## src/rtl/irrl_pkg.sv

```systemverilog
package irrl_pkg;
    localparam int DUR_W   = 7;
    localparam int ENTRY_W = DUR_W + 1;
    localparam logic [DUR_W-1:0] DUR_MAX = {DUR_W{1'b1}};

    typedef enum logic [1:0] {
        ST_OFF = 2'd0,
        ST_ARM = 2'd1,
        ST_RUN = 2'd2
    } rx_state_t;

    // A mark is stored with the space flag cleared.
    function automatic logic [ENTRY_W-1:0] pack_entry(input logic mark,
                                                      input logic [DUR_W-1:0] dur);
        return {~mark, dur};
    endfunction
endpackage

```

## src/rtl/irrl_sync.sv

```systemverilog
module irrl_sync #(
    parameter int STAGES = 2
) (
    input  logic clk,
    input  logic rst_n,
    input  logic din,
    input  logic invert,
    output logic level
);
    logic [STAGES-1:0] shreg;

    always_ff @(posedge clk or negedge rst_n) begin
        if (!rst_n) shreg <= '0;
        else        shreg <= {shreg[STAGES-2:0], din};
    end

    assign level = shreg[STAGES-1] ^ invert;
endmodule

```

## src/rtl/irrl_prescale.sv

```systemverilog
module irrl_prescale #(
    parameter int PERIOD_W   = 7,
    parameter int MIN_PERIOD = 5,
    parameter int DEF_PERIOD = 50
) (
    input  logic                clk,
    input  logic                rst_n,
    input  logic                enable,
    input  logic                tick,
    input  logic [PERIOD_W-1:0] period,
    output logic                strobe
);
    localparam logic [PERIOD_W-1:0] MIN_P = PERIOD_W'(MIN_PERIOD);
    localparam logic [PERIOD_W-1:0] DEF_P = PERIOD_W'(DEF_PERIOD);

    logic [PERIOD_W-1:0] eff;
    logic [PERIOD_W-1:0] cnt;

    assign eff = (period < MIN_P) ? DEF_P : period;

    always_ff @(posedge clk or negedge rst_n) begin
        if (!rst_n) begin
            cnt    <= '0;
            strobe <= 1'b0;
        end else if (!enable) begin
            cnt    <= '0;
            strobe <= 1'b0;
        end else begin
            strobe <= 1'b0;
            if (tick) begin
                if (cnt == eff - 1'b1) begin
                    cnt    <= '0;
                    strobe <= 1'b1;
                end else begin
                    cnt <= cnt + 1'b1;
                end
            end
        end
    end
endmodule

```

## src/rtl/irrl_ring.sv

```systemverilog
module irrl_ring #(
    parameter int DEPTH = 8,
    parameter int W     = 8
) (
    input  logic                     clk,
    input  logic                     rst_n,
    input  logic                     wr_en,
    input  logic [W-1:0]             wr_data,
    input  logic [$clog2(DEPTH)-1:0] rd_addr,
    output logic [W-1:0]             rd_data,
    output logic [$clog2(DEPTH)-1:0] wr_ptr
);
    localparam int PW = $clog2(DEPTH);
    localparam logic [PW-1:0] LAST = PW'(DEPTH - 1);

    logic [W-1:0] mem [DEPTH];

    always_ff @(posedge clk or negedge rst_n) begin
        if (!rst_n) begin
            for (int i = 0; i < DEPTH; i++) mem[i] <= '0;
            wr_ptr <= '0;
        end else if (wr_en) begin
            for (int i = 0; i < DEPTH; i++)
                if (wr_ptr == PW'(i)) mem[i] <= wr_data;
            wr_ptr <= (wr_ptr == LAST) ? '0 : wr_ptr + 1'b1;
        end
    end

    assign rd_data = mem[rd_addr];
endmodule

```

## src/rtl/irrl_sampler.sv

```systemverilog
module irrl_sampler #(
    parameter int DEPTH       = 8,
    parameter int PERIOD_W    = 7,
    parameter int MIN_PERIOD  = 5,
    parameter int DEF_PERIOD  = 50,
    parameter int SYNC_STAGES = 2
) (
    input  logic                     clk,
    input  logic                     rst_n,
    input  logic                     us_tick,
    input  logic                     ir_in,
    input  logic                     cfg_rx_en,
    input  logic                     cfg_irq_en,
    input  logic                     cfg_ovf_en,
    input  logic                     cfg_invert,
    input  logic [PERIOD_W-1:0]      cfg_period,
    input  logic                     irq_clr,
    input  logic [$clog2(DEPTH)-1:0] rd_addr,
    output logic [7:0]               rd_data,
    output logic [$clog2(DEPTH)-1:0] wr_ptr,
    output logic                     rx_irq
);
    import irrl_pkg::*;

    logic                 level;
    logic                 strobe;
    rx_state_t            state, nxt_state;
    logic                 run_mark, nxt_mark;
    logic [DUR_W-1:0]     run_cnt, nxt_cnt;
    logic                 wr_en;
    logic [ENTRY_W-1:0]   wr_data;

    irrl_sync #(.STAGES(SYNC_STAGES)) i_sync (
        .clk(clk), .rst_n(rst_n), .din(ir_in), .invert(cfg_invert), .level(level)
    );

    irrl_prescale #(
        .PERIOD_W(PERIOD_W), .MIN_PERIOD(MIN_PERIOD), .DEF_PERIOD(DEF_PERIOD)
    ) i_pre (
        .clk(clk), .rst_n(rst_n), .enable(cfg_rx_en), .tick(us_tick),
        .period(cfg_period), .strobe(strobe)
    );

    irrl_ring #(.DEPTH(DEPTH), .W(ENTRY_W)) i_ring (
        .clk(clk), .rst_n(rst_n), .wr_en(wr_en), .wr_data(wr_data),
        .rd_addr(rd_addr), .rd_data(rd_data), .wr_ptr(wr_ptr)
    );

    // State register
    always_ff @(posedge clk or negedge rst_n) begin
        if (!rst_n) begin
            state    <= ST_OFF;
            run_mark <= 1'b0;
            run_cnt  <= '0;
        end else begin
            state    <= nxt_state;
            run_mark <= nxt_mark;
            run_cnt  <= nxt_cnt;
        end
    end

    // Transitions and entry emission
    always_comb begin
        nxt_state = state;
        nxt_mark  = run_mark;
        nxt_cnt   = run_cnt;
        wr_en     = 1'b0;
        wr_data   = pack_entry(run_mark, run_cnt);
        if (!cfg_rx_en) begin
            nxt_state = ST_OFF;
            nxt_cnt   = '0;
        end else begin
            unique case (state)
                ST_OFF: nxt_state = ST_ARM;
                ST_ARM: if (strobe) begin
                    nxt_mark  = level;
                    nxt_cnt   = DUR_W'(1);
                    nxt_state = ST_RUN;
                end
                ST_RUN: if (strobe) begin
                    if (level != run_mark) begin
                        wr_en    = 1'b1;
                        nxt_mark = level;
                        nxt_cnt  = DUR_W'(1);
                    end else if (run_cnt == DUR_MAX) begin
                        if (cfg_ovf_en) begin
                            wr_en   = 1'b1;
                            nxt_cnt = DUR_W'(1);
                        end
                    end else begin
                        nxt_cnt = run_cnt + 1'b1;
                    end
                end
                default: nxt_state = ST_OFF;
            endcase
        end
    end

    // Interrupt output
    always_ff @(posedge clk or negedge rst_n) begin
        if (!rst_n)                    rx_irq <= 1'b0;
        else if (wr_en && cfg_irq_en)  rx_irq <= 1'b1;
        else if (irq_clr)              rx_irq <= 1'b0;
    end
endmodule

```

## config.mk

```make
export PLATFORM = sky130hd
export DESIGN_NAME = irrl_sampler
export DESIGN_NICKNAME = d
export VERILOG_FILES = /design/src/rtl/irrl_pkg.sv /design/src/rtl/irrl_sync.sv /design/src/rtl/irrl_prescale.sv /design/src/rtl/irrl_ring.sv /design/src/rtl/irrl_sampler.sv
export SDC_FILE = /design/constraint.sdc
export NUM_CORES = 1
export LEC_CHECK = 0
export BUFFER_PORTS_ARGS = -buffer_cell sky130_fd_sc_hd__buf_4
export CORE_ASPECT_RATIO = 1.25
export CORE_MARGIN = 2
export CORE_UTILIZATION = 25
export CTS_CLUSTER_DIAMETER = 200
export DETAILED_ROUTE_END_ITERATION = 6
export PLACE_DENSITY = 0.43
export SYNTH_ARGS = -nofsm -noshare
export SYNTH_HDL_FRONTEND = slang
export SYNTH_SLANG_ARGS = --single-unit
```

## constraint.sdc

```tcl
create_clock -name clk -period 4.35 [get_ports clk]
set_clock_uncertainty 0.15 [all_clocks]
set_input_delay 1.305 -clock clk [delete_from_list [all_inputs] [get_ports clk]]
set_output_delay 1.305 -clock clk [all_outputs]
set_load 0.05 [all_outputs]
```

**Word-level counts from Yosys, hierarchy flattened**

Cells that the tools add are included.

- Add/subtract/negate cells: 4
- Order comparisons: 2
- Equality and inequality tests: 21
- Muxes and demuxes: 33
- Bitwise operators: 3
- Reduce and logical (&&, ||, !) cells: 16

Operators with widths:

| cell | number |
|---|---|
| 7-bit 2-to-1 mux | 10 |
| 8-bit binary-select mux with 3-bit select | 1 |
| 2-bit AND reduction | 9 |
| 8-bit 2-to-1 mux | 2 |
| 7-bit by 1-bit adder with 7-bit output (second input constant) | 2 |
| 1-bit 2-to-1 mux | 14 |
| 7-bit one-hot mux with 2 select lines | 1 |
| 3-bit == test (second input constant) | 4 |
| 7-bit == test | 1 |
| 7-bit == test (second input constant) | 1 |
| 7-bit by 3-bit < comparator with 1-bit output (second input constant) | 1 |
| 7-bit by 1-bit subtractor with 7-bit output (second input constant) | 1 |
| 3-bit by 2-bit == test with 1-bit output (second input constant) | 2 |
| 2-bit inequality test (second input constant) | 3 |
| 3-bit by 2-bit inequality test with 1-bit output (second input constant) | 2 |
| 2-bit one-hot mux with 3 select lines | 1 |
| 5-bit inequality test (second input constant) | 1 |
| 5-bit AND reduction | 1 |
| 4-bit greater-or-equal comparator (second input constant) | 1 |
| 2-bit 2-to-1 mux | 2 |
| 2-bit by 1-bit inequality test with 1-bit output (second input constant) | 2 |
| 3-bit NOT with 4-bit output | 1 |
| 4-bit AND reduction | 1 |
| 2-bit nonzero test | 2 |
| 13 further kinds | 13 |

- Register bits: 88
- Bits of input ports: 19
- Output and inout bits: 12
- Logic and storage cells: 95

**Logic depth before layout (Yosys ltp)**

- Word-level depth: 8
- Gate-level depth with buffers: 11
- Gate-level depth less buffers: 9

**Cells and area by module**

From an unflattened synthesis, not the netlist that was laid out.

- Cells, all modules: 346
- Area, all modules: 4599.4 sq um

Modules (own cells, without submodules):

| module | instances | cells each | area an instance (sq um) | sequential area each (sq um) |
|---|---|---|---|---|
| irrl_ring | 1 | 185 | 3124.2 | 1676.6 |
| irrl_prescale | 1 | 91 | 762.0 | 200.2 |
| irrl_sampler | 1 | 67 | 654.4 | 275.3 |
| irrl_sync | 1 | 3 | 58.8 | 50.0 |

**Worst setup path before layout**

Ideal clock, no wire load.

- Kind: input to output
- Start: input port rd_addr[0]
- End: output port rd_data[7]
- Arrival: 3.869 ns
- Data required time: 2.895 ns
- Setup slack: -0.974 ns
- Stages: 4
- Path buffers: 2
- Cells stage by stage: clkbuf_1 buf_1 mux4_2 o21ai_0

- Word-level cells in the longest chain between the ends: 4

RTL lines:

| item | RTL line | text |
|---|---|---|
| start: declaration | irrl_sampler.sv:18 | `input logic [$clog2(DEPTH)-1:0] rd_addr,` |
| 3-bit NOT with 4-bit output (implied by the code) | irrl_ring.sv:29 | `assign rd_data = mem[rd_addr];` |
| 8-bit binary-select mux with 3-bit select | irrl_ring.sv:29 |  |
| 8-bit 2-to-1 mux (implied by the code) (2 in series) | irrl_ring.sv:29 |  |
| end: declaration | irrl_sampler.sv:19 | `output logic [7:0] rd_data,` |

No other way between the ends. The select of a mux whose other input is x is not followed.

**Worst setup path after layout**

- Start: input port rd_addr[0]
- End: output port rd_data[0]

Same word-level chain as after synthesis.

==> impl_metrics.toml <==
[outcome]
outcome = "finished, final reports clean"

[finish]
n_antenna_cell = 0
seq_area_um2 = 2200
layout.cells.non_filler = 630
multi_input_area_um2 = 2200
fin_util = 0.295
area_growth_pct = 16.0
layout-drive-gt1-share = 0.351
layout.nets = 425
nFillCells = 1877

[sta]
worst_slack_ns = 0.258
fmax_ghz = 0.244
finalCritPeriodShare = 0.941
slew-limit-headroom = 0.433
finalSetupTns_ns = 0
slew_viol_final = 0
rsz0062_at_grt = "false"
min_period_ns = 4.09
hold_violations = 0
worst_slew_pin_slew_ns = 0.851
setup-violations-final = 0

[yosys]
synth_seq_cells = 88
synth.top_cell.area_share = 0.480
async_reset_ff_frac = 1.00
synth.most_common_cell = "dfrtp_1"
yosysSeqAreaShare = 0.480
synth_largest_area_cell = "dfrtp_1"
synth_area_leaders = "dfrtp_1, mux2_2, mux4_2"
synthTopCellsByCount = "dfrtp_1, mux2_2, nand2_1, clkbuf_1, inv_1"
syn_inst = 378
synth_nets = 406
synth_edf_count = 0
synth.distinct_cells = 48
postSynthAreaPerCell_um2 = 12.1
synth.cell_area_um2 = 4590
yosysWarningCount = 0
ys.flop_type = "dfrtp_1"

[critical_path]
endpoint_kind = "output pin"
worstPathRequired_ns = 2.89
cp_max_fo = 16
start_kind = "input pin"
crit_type = "input pin to output pin"
arrival_ns = 2.64

[drt]
routed_wl_um = 10600
first_iter_violations = 148
wire_per_inst_um = 16.9
route.detailed.drc = 0
num_vias = 2996
dr.pass1.iters = 4
vias_per_cell = 4.76
drtAntennaViolNets = 0

[grt]
grt_overflow = 0
grt_pass1_wl_um = 17600
grt_max_degree = 65
antenna_found_initial = 0
grtUsageTotal = 0.115
grt_pass1_vias = 3126

[die]
dieWidth_um = 125
rows = 55
start_util = 0.254
dieArea_um2 = 19500
core_area_um2 = 18000
die_y_um = 155
num_io_pins = 31

[clock_network]
path_clk_slew_ns = 0.06
ctsHoldBuffers = 0
clk_latency_ns = 0.34
cts-resized-gates = 0
cts_tree = "done"
cts.sinks = 88
cts_setup_buffers = 0
cts-htree-levels = 3
cts_made_buffers = 9
cts.path.max_buffers = 2
root_buffer = "clkbuf_16"

[power]
ir_drop_uv = 165
finalPower_mw = 1.69
power_density_nw_per_um2 = 317
p_leak_nw = 2.43

[placement]
place_worst_setup_slack_ns = 0.171
port_buffers = 30
dp.cells = 614
post-dp-hpwl_um = 7200
gp_congestion = 0.776

[min_path]
holdCritPathClass = "register to register"

[flow_run]
max-cap-violations = 0
==> critical path, cell delays in order <==
cell,delay (ns)
buf_4,0.30
mux4_2,0.56
mux2_2,0.27
buf_4,0.19
==> kinds of logic (layout without fill, tap and decap cells) <==
family | Yosys count | after routing | synth area share
flops | 88 | 88 | 0.480
xor+xnor | 11 | 11 | 0.0243
compound gates | 46 | 46 | 0.0674
fa+ha+maj | 10 | 10 | 0.0267
simple gates | 84 | 84 | 0.101
buf+inv | 49 | 73 | 0.0434
mux | 90 | 90 | 0.257
==> layout make-up <==
class,instances,share of cell area
clock inverter,7,0.0101
inverter,19,0.0134
sequential,88,0.414
tap,228,0.0536
clock buffer,9,0.0423
multi-input combinational,241,0.413
timing repair buffer,38,0.0536
==> metal layers <==
layer | vias up | share of wire | global-route usage
li1 | 1395 | - | -
met1 | 1550 | 0.43 | 0.147
met2 | 40 | 0.53 | 0.202
met3 | 11 | 0.020 | 0.0182
met4 | 0 | 0.012 | 0.0339
met5 | - | 0 | 0
==> metrics by stage <==
stage	instance area [µm²]	hold WS [ns]
after floorplan	4600	0.181
after global placement	5040	0.200
after detailed placement	5040	0.192
after CTS	5320	0.214
after global routing	5320	0.226
final	5320	0.206
==> registers in the layout, indices dropped and copies added (netlist names) <==
register	flops
i_ring.wr_ptr	3
i_ring.mem	64
rx_irq	1
i_pre.strobe	1
i_pre.cnt	7
run_mark	1
run_cnt	7
state	2
i_sync.shreg	2
==> cell usage in the layout (no fill, tap or decap), types with 2 or more instances in the layout <==
cell type | Yosys | layout
nand2_1 | 22 | 22
a21oi_1 | 8 | 8
clkinvlp_4 | 0 | 2
inv_1 | 19 | 19
xnor2_1 | 7 | 7
mux2i_1 | 10 | 10
clkinv_2 | 0 | 2
ha_1 | 9 | 9
nand3b_1 | 3 | 3
clkbuf_16 | 0 | 9
or2_2 | 2 | 2
and3_1 | 10 | 10
or4_1 | 3 | 3
dfrtp_1 | 88 | 88
nand2b_1 | 4 | 4
nor3b_1 | 3 | 3
mux4_2 | 16 | 16
nand3_1 | 6 | 6
buf_4 | 0 | 38
o31ai_1 | 5 | 5
mux2_2 | 64 | 64
xor2_1 | 3 | 3
o22a_1 | 2 | 2
o21ai_0 | 16 | 15
inv_6 | 0 | 2
nor2_1 | 11 | 11
and2_1 | 5 | 5
a31oi_1 | 3 | 3
nand4_1 | 3 | 3
o21a_1 | 2 | 2
nor4_1 | 2 | 2
nor3_1 | 5 | 5
==> worst paths after layout <==
kind	startpoint	end	slack, ns	cells past startpoint
max	rd_addr[0]	rd_data[0]	0.26	4
min	i_sync.shreg[0]	i_sync.shreg[1]	0.21	0
max reg2reg	run_cnt[0]	i_ring.mem[30]	1.40	8
min reg2reg	i_sync.shreg[0]	i_sync.shreg[1]	0.21	0
max in group asynchronous	rst_n	state[1]	2.39	2
min in group asynchronous	rst_n	i_ring.mem[33]	0.90	1
==> power by group <==
group / leakage (nW) / switching (mW) / internal, mW / total (mW)
clock network: 0.134 / 0.343 / 0.393 / 0.737
logic: 1.13 / 0.0676 / 0.0463 / 0.114
registers: 1.16 / 0.0116 / 0.824 / 0.836
total: 2.43 / 0.422 / 1.26 / 1.69
(Power assumes the default switching activity.)
